**src/rtl/xconv_pkg.sv**
```systemverilog
package xconv_pkg;

    typedef enum logic [2:0] {
        ST_IDLE,
        ST_ASK,
        ST_GRANT,
        ST_SELECT,
        ST_WRITE,
        ST_DRAIN,
        ST_RELEASE
    } conv_state_e;

    // Holding-flag slots for the delayed handshake signals
    localparam int NSIG  = 4;
    localparam int B_REQ = 0;
    localparam int B_GNT = 1;
    localparam int B_SEL = 2;
    localparam int B_RDY = 3;

endpackage

```
**src/rtl/xconv_relay.sv**
```systemverilog
module xconv_relay #(
    parameter int N = 3
) (
    input  logic [N-1:0] in_i,
    output logic [N-1:0] out_o
);
    // Zero-delay pass-through for signals the converter may not hold back
    for (genvar i = 0; i < N; i++) begin : g_wire
        assign out_o[i] = in_i[i];
    end
endmodule

```
**src/rtl/xconv_flagbuf.sv**
```systemverilog
module xconv_flagbuf #(
    parameter int N = 4
) (
    input  logic         clk,
    input  logic         rst,
    input  logic [N-1:0] cap_i,
    input  logic [N-1:0] emit_req_i,
    output logic [N-1:0] held_o,
    output logic [N-1:0] emit_o
);
    for (genvar i = 0; i < N; i++) begin : g_slot
        logic held_q;

        // A slot can only release what it holds
        assign emit_o[i] = emit_req_i[i] & held_q;
        assign held_o[i] = held_q;

        // next = (held minus released) plus captured
        always_ff @(posedge clk) begin
            if (rst) held_q <= 1'b0;
            else     held_q <= (held_q & ~emit_o[i]) | cap_i[i];
        end
    end
endmodule

```
**src/rtl/xconv_chan.sv**
```systemverilog
module xconv_chan #(
    parameter int WR_BITS  = 32,
    parameter int RD_BITS  = 16,
    parameter int CAP_BITS = 32,
    parameter int FILL_W   = 6
) (
    input  logic              clk,
    input  logic              rst,
    input  logic              wr_i,
    input  logic              rd_i,
    output logic [FILL_W-1:0] fill_o,
    output logic              room_o,
    output logic              empty_o
);
    localparam logic [FILL_W:0] WR_X  = (FILL_W+1)'(WR_BITS);
    localparam logic [FILL_W:0] RD_X  = (FILL_W+1)'(RD_BITS);
    localparam logic [FILL_W:0] CAP_X = (FILL_W+1)'(CAP_BITS);

    logic [FILL_W-1:0] fill_q;
    logic [FILL_W:0]   fill_x;
    logic [FILL_W:0]   fill_n;
    logic              wr_ok;
    logic              rd_ok;

    assign fill_x  = {1'b0, fill_q};
    assign room_o  = (fill_x + WR_X) <= CAP_X;
    assign empty_o = (fill_q == '0);
    assign wr_ok   = wr_i & room_o;
    assign rd_ok   = rd_i & (fill_x >= RD_X);
    assign fill_o  = fill_q;

    always_comb begin
        fill_n = fill_x;
        if (wr_ok) fill_n = fill_n + WR_X;
        if (rd_ok) fill_n = fill_n - RD_X;
    end

    always_ff @(posedge clk) begin
        if (rst) fill_q <= '0;
        else     fill_q <= fill_n[FILL_W-1:0];
    end
endmodule

```
**src/rtl/xconv_seq.sv**
```systemverilog
module xconv_seq
    import xconv_pkg::*;
#(
    parameter int NRD   = 2,
    parameter int CNT_W = 2
) (
    input  logic            clk,
    input  logic            rst,
    input  logic [NSIG-1:0] held_i,
    input  logic            arb_gnt2_i,
    input  logic            mst_selr_i,
    input  logic            slv_wrt_i,
    input  logic            room_i,
    input  logic            empty_i,
    output logic [NSIG-1:0] cap_en_o,
    output logic [NSIG-1:0] emit_req_o,
    output logic            more_o,
    output logic            wr_en_o
);
    localparam logic [CNT_W-1:0] NRD_C = CNT_W'(NRD);

    conv_state_e      state_q, state_n;
    logic [CNT_W-1:0] issued_q;

    // State register and generated-strobe counter
    always_ff @(posedge clk) begin
        if (rst) begin
            state_q  <= ST_IDLE;
            issued_q <= '0;
        end else begin
            state_q <= state_n;
            if (state_q != ST_DRAIN) issued_q <= '0;
            else if (more_o)         issued_q <= issued_q + 1'b1;
        end
    end

    // Next state and outputs
    always_comb begin
        state_n    = state_q;
        cap_en_o   = '0;
        emit_req_o = '0;
        more_o     = 1'b0;
        wr_en_o    = 1'b0;
        unique case (state_q)
            ST_IDLE: begin
                cap_en_o[B_REQ] = 1'b1;
                if (held_i[B_REQ]) state_n = ST_ASK;
            end
            ST_ASK: begin
                emit_req_o[B_REQ] = 1'b1;
                cap_en_o[B_REQ]   = ~arb_gnt2_i;
                cap_en_o[B_GNT]   = 1'b1;
                if (arb_gnt2_i) state_n = ST_GRANT;
            end
            ST_GRANT: begin
                emit_req_o[B_GNT] = 1'b1;
                cap_en_o[B_SEL]   = 1'b1;
                if (mst_selr_i) state_n = ST_SELECT;
            end
            ST_SELECT: begin
                emit_req_o[B_SEL] = room_i;
                if (held_i[B_SEL] && room_i) state_n = ST_WRITE;
            end
            ST_WRITE: begin
                cap_en_o[B_RDY] = 1'b1;
                wr_en_o         = slv_wrt_i;
                if (slv_wrt_i) state_n = ST_DRAIN;
            end
            ST_DRAIN: begin
                cap_en_o[B_RDY] = 1'b1;
                more_o          = (issued_q < NRD_C);
                if ((issued_q == NRD_C) && empty_i) state_n = ST_RELEASE;
            end
            ST_RELEASE: begin
                cap_en_o[B_RDY]   = 1'b1;
                emit_req_o[B_RDY] = 1'b1;
                if (held_i[B_RDY]) state_n = ST_IDLE;
            end
            default: state_n = ST_IDLE;
        endcase
    end
endmodule

```
**src/rtl/xfer_converter.sv**
```systemverilog
module xfer_converter
    import xconv_pkg::*;
#(
    parameter int WR_BITS  = 32,
    parameter int RD_BITS  = 16,
    parameter int CAP_BITS = 32,
    parameter int FILL_W   = $clog2(CAP_BITS + 1)
) (
    input  logic              clk,
    input  logic              rst,
    input  logic              env_req1,
    input  logic              env_rdy1,
    input  logic              arb_gnt1,
    input  logic              arb_gnt2,
    input  logic              mst_req2,
    input  logic              mst_selr,
    input  logic              slv_wrt,
    input  logic              slv_rdy2,
    input  logic              mst_rd,
    output logic              arb_req1,
    output logic              arb_rdy1,
    output logic              env_gnt1,
    output logic              arb_req2,
    output logic              mst_gnt2,
    output logic              slv_selr,
    output logic              arb_rdy2,
    output logic              mst_more,
    output logic [FILL_W-1:0] chan_fill
);
    localparam int NRD   = WR_BITS / RD_BITS;
    localparam int CNT_W = $clog2(NRD + 1);

    logic [NSIG-1:0] sig_in, cap_en, cap, emit_req, emit, held;
    logic            room, empty, wr_en;

    xconv_relay #(.N(3)) u_relay (
        .in_i  ({arb_gnt1, env_rdy1, env_req1}),
        .out_o ({env_gnt1, arb_rdy1, arb_req1})
    );

    assign sig_in[B_REQ] = mst_req2;
    assign sig_in[B_GNT] = arb_gnt2;
    assign sig_in[B_SEL] = mst_selr;
    assign sig_in[B_RDY] = slv_rdy2;
    assign cap           = sig_in & cap_en;

    xconv_flagbuf #(.N(NSIG)) u_flags (
        .clk        (clk),
        .rst        (rst),
        .cap_i      (cap),
        .emit_req_i (emit_req),
        .held_o     (held),
        .emit_o     (emit)
    );

    xconv_chan #(
        .WR_BITS (WR_BITS), .RD_BITS (RD_BITS),
        .CAP_BITS(CAP_BITS), .FILL_W (FILL_W)
    ) u_chan (
        .clk     (clk),
        .rst     (rst),
        .wr_i    (wr_en),
        .rd_i    (mst_rd),
        .fill_o  (chan_fill),
        .room_o  (room),
        .empty_o (empty)
    );

    xconv_seq #(.NRD(NRD), .CNT_W(CNT_W)) u_seq (
        .clk        (clk),
        .rst        (rst),
        .held_i     (held),
        .arb_gnt2_i (arb_gnt2),
        .mst_selr_i (mst_selr),
        .slv_wrt_i  (slv_wrt),
        .room_i     (room),
        .empty_i    (empty),
        .cap_en_o   (cap_en),
        .emit_req_o (emit_req),
        .more_o     (mst_more),
        .wr_en_o    (wr_en)
    );

    assign arb_req2 = emit[B_REQ];
    assign mst_gnt2 = emit[B_GNT];
    assign slv_selr = emit[B_SEL];
    assign arb_rdy2 = emit[B_RDY];
endmodule

```
**config.mk**
```make
export PLATFORM = sky130hd
export DESIGN_NAME = xfer_converter
export DESIGN_NICKNAME = d
export VERILOG_FILES = /design/src/rtl/xconv_pkg.sv /design/src/rtl/xconv_relay.sv /design/src/rtl/xconv_flagbuf.sv /design/src/rtl/xconv_chan.sv /design/src/rtl/xconv_seq.sv /design/src/rtl/xfer_converter.sv
export SDC_FILE = /design/constraint.sdc
export NUM_CORES = 1
export LEC_CHECK = 0
export ABC_AREA = 1
export BUFFER_PORTS_ARGS = -buffer_cell sky130_fd_sc_hd__buf_2
export CAP_MARGIN = 20
export CORE_MARGIN = 2
export CORE_UTILIZATION = 40
export CTS_CLUSTER_SIZE = 14
export DETAILED_ROUTE_END_ITERATION = 8
export SLEW_MARGIN = 10
export SYNTH_ARGS = -nofsm -noshare
export SYNTH_HDL_FRONTEND = slang
export SYNTH_HIERARCHICAL = 1
export SYNTH_SLANG_ARGS = --single-unit
```
**constraint.sdc**
```tcl
create_clock -name clk -period 3 [get_ports clk]
set_clock_uncertainty 0.05 [all_clocks]
set_input_delay 0.6 -clock clk [delete_from_list [all_inputs] [get_ports clk]]
set_output_delay 0.6 -clock clk [all_outputs]
set_load 0.1 [all_outputs]
```
## Word level (Yosys, flattened, before mapping)

Index checks and enable logic that the tools add are counted.

| storage, ports and cells | value |
|---|---|
| bits of input ports | 11 |
| register bits after elaboration | 15 |
| logic and storage cells | 73 |
| output and inout bits | 14 |

| operators by class | value |
|---|---|
| bitwise logic cells | 20 |
| equal/unequal tests | 15 |
| magnitude comparators | 3 |
| reductions and logical operators | 7 |
| add/sub/neg operators | 3 |
| mux-type cells | 18 |

Operator list:

| operator | number |
|---|---|
| $mux 3 | 7 |
| $pmux 3 s7 | 1 |
| $mux 6 | 2 |
| $and 1x1->1 | 10 |
| $ne 2x2->1 const B | 5 |
| $eq 3x3->1 const B | 3 |
| $add 6x6->7 const B | 1 |
| $le 7x6->1 const B | 1 |
| $mux 1 | 7 |
| $reduce_and 7->1 | 1 |
| $eq 3x2->1 const B | 2 |
| $ge 6x5->1 const B | 1 |
| $logic_not 6->1 | 1 |
| $sub 6x5->6 const B | 1 |
| $not 1->1 | 5 |
| $and 4x4->4 | 1 |
| $ne 2x1->1 const B | 2 |
| $or 1x1->1 | 4 |
| $eq 3x1->1 const B | 1 |
| $logic_not 3->1 | 1 |
| $ne 3x3->1 const B | 1 |
| $reduce_or 3->1 | 1 |
| $add 2x1->2 const B | 1 |
| $eq 2x2->1 const B | 1 |
| 4 further kinds | 5 |

## Longest topological paths before layout

| logic depth | value |
|---|---|
| depth in word-level cells | 7 |
| depth in mapped cells | 10 |
| mapped depth without buffers | 10 |

## Modules after synthesis

Netlist, hierarchy kept.

By module, submodules not included:

| module | cells each | instances | area an instance (um^2) |
|---|---|---|---|
| xconv_seq | 77 | 1 | 444.2 |
| xconv_flagbuf | 32 | 1 | 205.2 |
| xconv_chan | 18 | 1 | 127.6 |
| xfer_converter | 8 | 1 | 30.0 |
| xconv_relay | 3 | 1 | 22.5 |

## Worst setup path before layout

No wires, ideal clock.

| path | value |
|---|---|
| kind | register to output |
| start | register u_seq.state_q[0] |
| end | output port mst_more |
| required time | 2.350 ns |
| arrival | 2.612 ns |
| cell stages (with the launch flop) | 4 |
| setup slack | -0.262 ns |
| cells stage by stage | dfxtp_1 -> buf_4 -> nand2_1 -> nor3_1 |

| between the ends | value |
|---|---|
| cells in the longest elaborated chain, start to end | 2 |

Ends and longest elaborated chain:

| item | RTL line | source |
|---|---|---|
| start, declared | xconv_seq.sv:22 | `conv_state_e state_q, state_n;` |
| start signal, assigned | xconv_seq.sv:31 | `state_q <= state_n;` |
| $eq 3x3->1 | xconv_seq.sv:44 | `unique case (state_q)` |
| $mux 1 | xconv_seq.sv:44 |  |
| end, declared | xfer_converter.sv:27 | `output logic mst_more,` |

No other way between the ends.

## Worst setup path after layout

| path | value |
|---|---|
| start | register u_seq.state_q[0] |
| end | output port slv_selr |

| between the ends | value |
|---|---|
| cells in the longest elaborated chain, start to end | 3 |

Ends and longest elaborated chain:

| item | RTL line | source |
|---|---|---|
| $eq 3x2->1 | xconv_seq.sv:44 |  |
| $mux 1 | xconv_seq.sv:44 |  |
| net emit_req[2] | xfer_converter.sv:33 | `logic [NSIG-1:0] sig_in, cap_en, cap, emit_req, emit, held;` |
| $and 1x1->1 | xconv_flagbuf.sv:15 | `assign emit_o[i] = emit_req_i[i] & held_q;` |
| end, declared | xfer_converter.sv:25 | `output logic slv_selr,` |

The timed path passes the listed nets, and every way through them passes these cells.

==> run_results.csv <==
group,metric,value,unit
sta,period_minus_slack,2.52,ns
sta,slew_viol_final,0,
sta,setup_ws,0.484,ns
sta,setup_tns,0,ns
floorplanning,core,1940,sq um
floorplanning,die_w,49.3,um
final_layout,mostFrequentLayoutCells,"nand2_1, inv_1, buf_2, nor2_1, a21oi_1",
clock_tree,clk_latency,0.28,ns
clock_tree,h-tree-depth,1,
final_layout,final_common_cell,"nand2_1",
grt,grt_max_degree,13,
floorplanning,rows,16,
sta,finalCritPeriodShare,0.839,
final_layout,instances_no_fill,170,
drt,ant_nets,0,
clock_tree,post_cts_resized,0,
sta,rsz0062_at_grt,"no",
critical_path,setup.worst_path.end,"slv_selr",
clock_tree,clock_sinks,11,
grt,grt.total_usage,0.143,
clock_tree,cts-root-buf,"clkbuf_4",
critical_path,reg2reg_depth,9,
floorplanning,start_util,0.423,
place,post-place-ws,0.813,ns
drt,drcViolationCount,0,
final_layout,syn_to_final_growth,4.11,%
synth,syn_area_per_cell,6.00,sq um
critical_path,end_kind,"primary output",
place,dp.cells,166,
final_layout,layout-drive-gt1-share,0.203,
critical_path,slowest_stage,"dfxtp_1",
final_layout,fin_nets,156,
sta,whs,0.418,ns
critical_path,r2r_setup_slack,1.53,ns
sta,setup_viol,0,
critical_path,crit_required,2.35,ns
sta,hold_viol_final,0,
synth,netlist_area,822,sq um
drt,drt_iter0_markers,12,
drt,vias_per_cell,4.47,
critical_path,crit_chain,"nand2_1 -> nor3b_1 -> nand2_1 -> inv_1 -> buf_2",
critical_path,cp_common_cell,"nand2_1",
final_layout,postLayoutCoreUtil,0.441,
place,portBuffers,14,
pwr,p_total,0.661,mW
synth,yosysWarnings,6,
hold_path,holdCritPathClass,"reg2reg",
critical_path,critPathMaxFanout,12,
critical_path,critical_path_class,"reg2out",
place,place.gp.congestion,0.830,
grt,antenna_found_initial,0,
pwr,pwr_density_cell,773,nW/um^2
grt,grt_pass1_wl,2.70,mm
floorplanning,design.die.area,2430,sq um
drt,firstDrtPassIters,4,
critical_path,worstSetupStartpointType,"flop",
critical_path,worstPathArrival,1.87,ns
drt,routed-via-count,760,
floorplanning,io_pins,25,
critical_path,startpoint,"u_seq/state_q[0]$_SDFFE_PP0P_",
final_layout,stdcell_area,856,sq um
clock_tree,cts_setup_buffers,0,
final_layout,fill_cells,225,
grt,grt_pass1_vias,668,
pwr,leakage,0.492,nW
grt,overflow,0,
clock_tree,cts_tree,"done",
critical_path,r2r-start,"u_seq/state_q[0]$_SDFFE_PP0P_",
job,maxCapViolations,0,
clock_tree,cts_hold_buf,0,
final_layout,antenna_cells,0,
pwr,vdd_drop_max,381,uV
synth,postSynthCellCount,137,
clock_tree,cts_buffers,3,
outcome,status,"complete, no violations",
drt,routed_wirelength,1.49,mm
critical_path,slowest_delay,0.61,ns
critical_path,reg2reg_to,"u_seq/state_q[1]$_SDFFE_PP0P_",
floorplanning,die_h,49.3,um
clock_tree,clockBufferDepth,2,
place,dpl-instance-area,830,sq um
clock_tree,cts.clk_slew.worst_paths,0.08,ns
place,dp_hpwl,1.19,mm
sta,fmax,0.397,GHz
drt,post_drt_wl_per_cell,8.78,um
==> worst max-delay path, delay by kind of cell (launching register included) <==
family                 cells  cell delay, ns
and+or+nand+nor            3            0.52
buffers and inverters      2            0.46
DFF                        1            0.61
==> sequential cells by signal, indices dropped and copies added (netlist names) <==
| signal | cells |
|---|---|
| u_seq/state_q | 3 |
| u_chan/fill_o | 2 |
| u_seq/issued_q | 2 |
| u_flags/g_slot.held_q | 4 |
==> layout make-up <==
cell class | instances | area [sq um] | share of cell area
inverter | 31 | 116 | 0.136
sequential | 11 | 220 | 0.257
timing repair buffer | 14 | 70.1 | 0.0819
multi-input combinational | 83 | 389 | 0.455
tap | 27 | 33.8 | 0.0395
clock buffer | 4 | 26.3 | 0.0307
==> worst min path at each step <==
stage	start	cells past startpoint	slack [ns]	endpoint
floorplan	u_flags/g_slot[1].held_q$_SDFF_PP0_	2	0.38	u_flags/g_slot[1].held_q$_SDFF_PP0_
global placement	u_flags/g_slot[1].held_q$_SDFF_PP0_	2	0.40	u_flags/g_slot[1].held_q$_SDFF_PP0_
detailed placement	u_flags/g_slot[1].held_q$_SDFF_PP0_	2	0.41	u_flags/g_slot[1].held_q$_SDFF_PP0_
CTS	u_flags/g_slot[1].held_q$_SDFF_PP0_	2	0.42	u_flags/g_slot[1].held_q$_SDFF_PP0_
global route	u_seq/issued_q[0]$_SDFFE_PP0P_	2	0.44	u_seq/issued_q[0]$_SDFFE_PP0P_
finish	u_seq/issued_q[0]$_SDFFE_PP0P_	2	0.42	u_seq/issued_q[0]$_SDFFE_PP0P_
==> power breakdown <==
group	switching [mW]	leakage (nW)	internal, mW	total, mW
Sequential	0.0538	0.0899	0.175	0.229
Clock	0.0531	0.0150	0.0516	0.105
Combinational	0.228	0.387	0.0993	0.327
==> per-layer routing <==
metal  global-route usage  vias to the layer above  routed length, um  share of wire
li1                     -                      409                  -              -
met1                0.182                      329                698           0.47
met2                0.225                       22                687           0.46
met3               0.0583                        0                106          0.071
met4               0.0286                        0                  0              0
met5                    0                        -                  0              0
(Power assumes the default switching activity.)
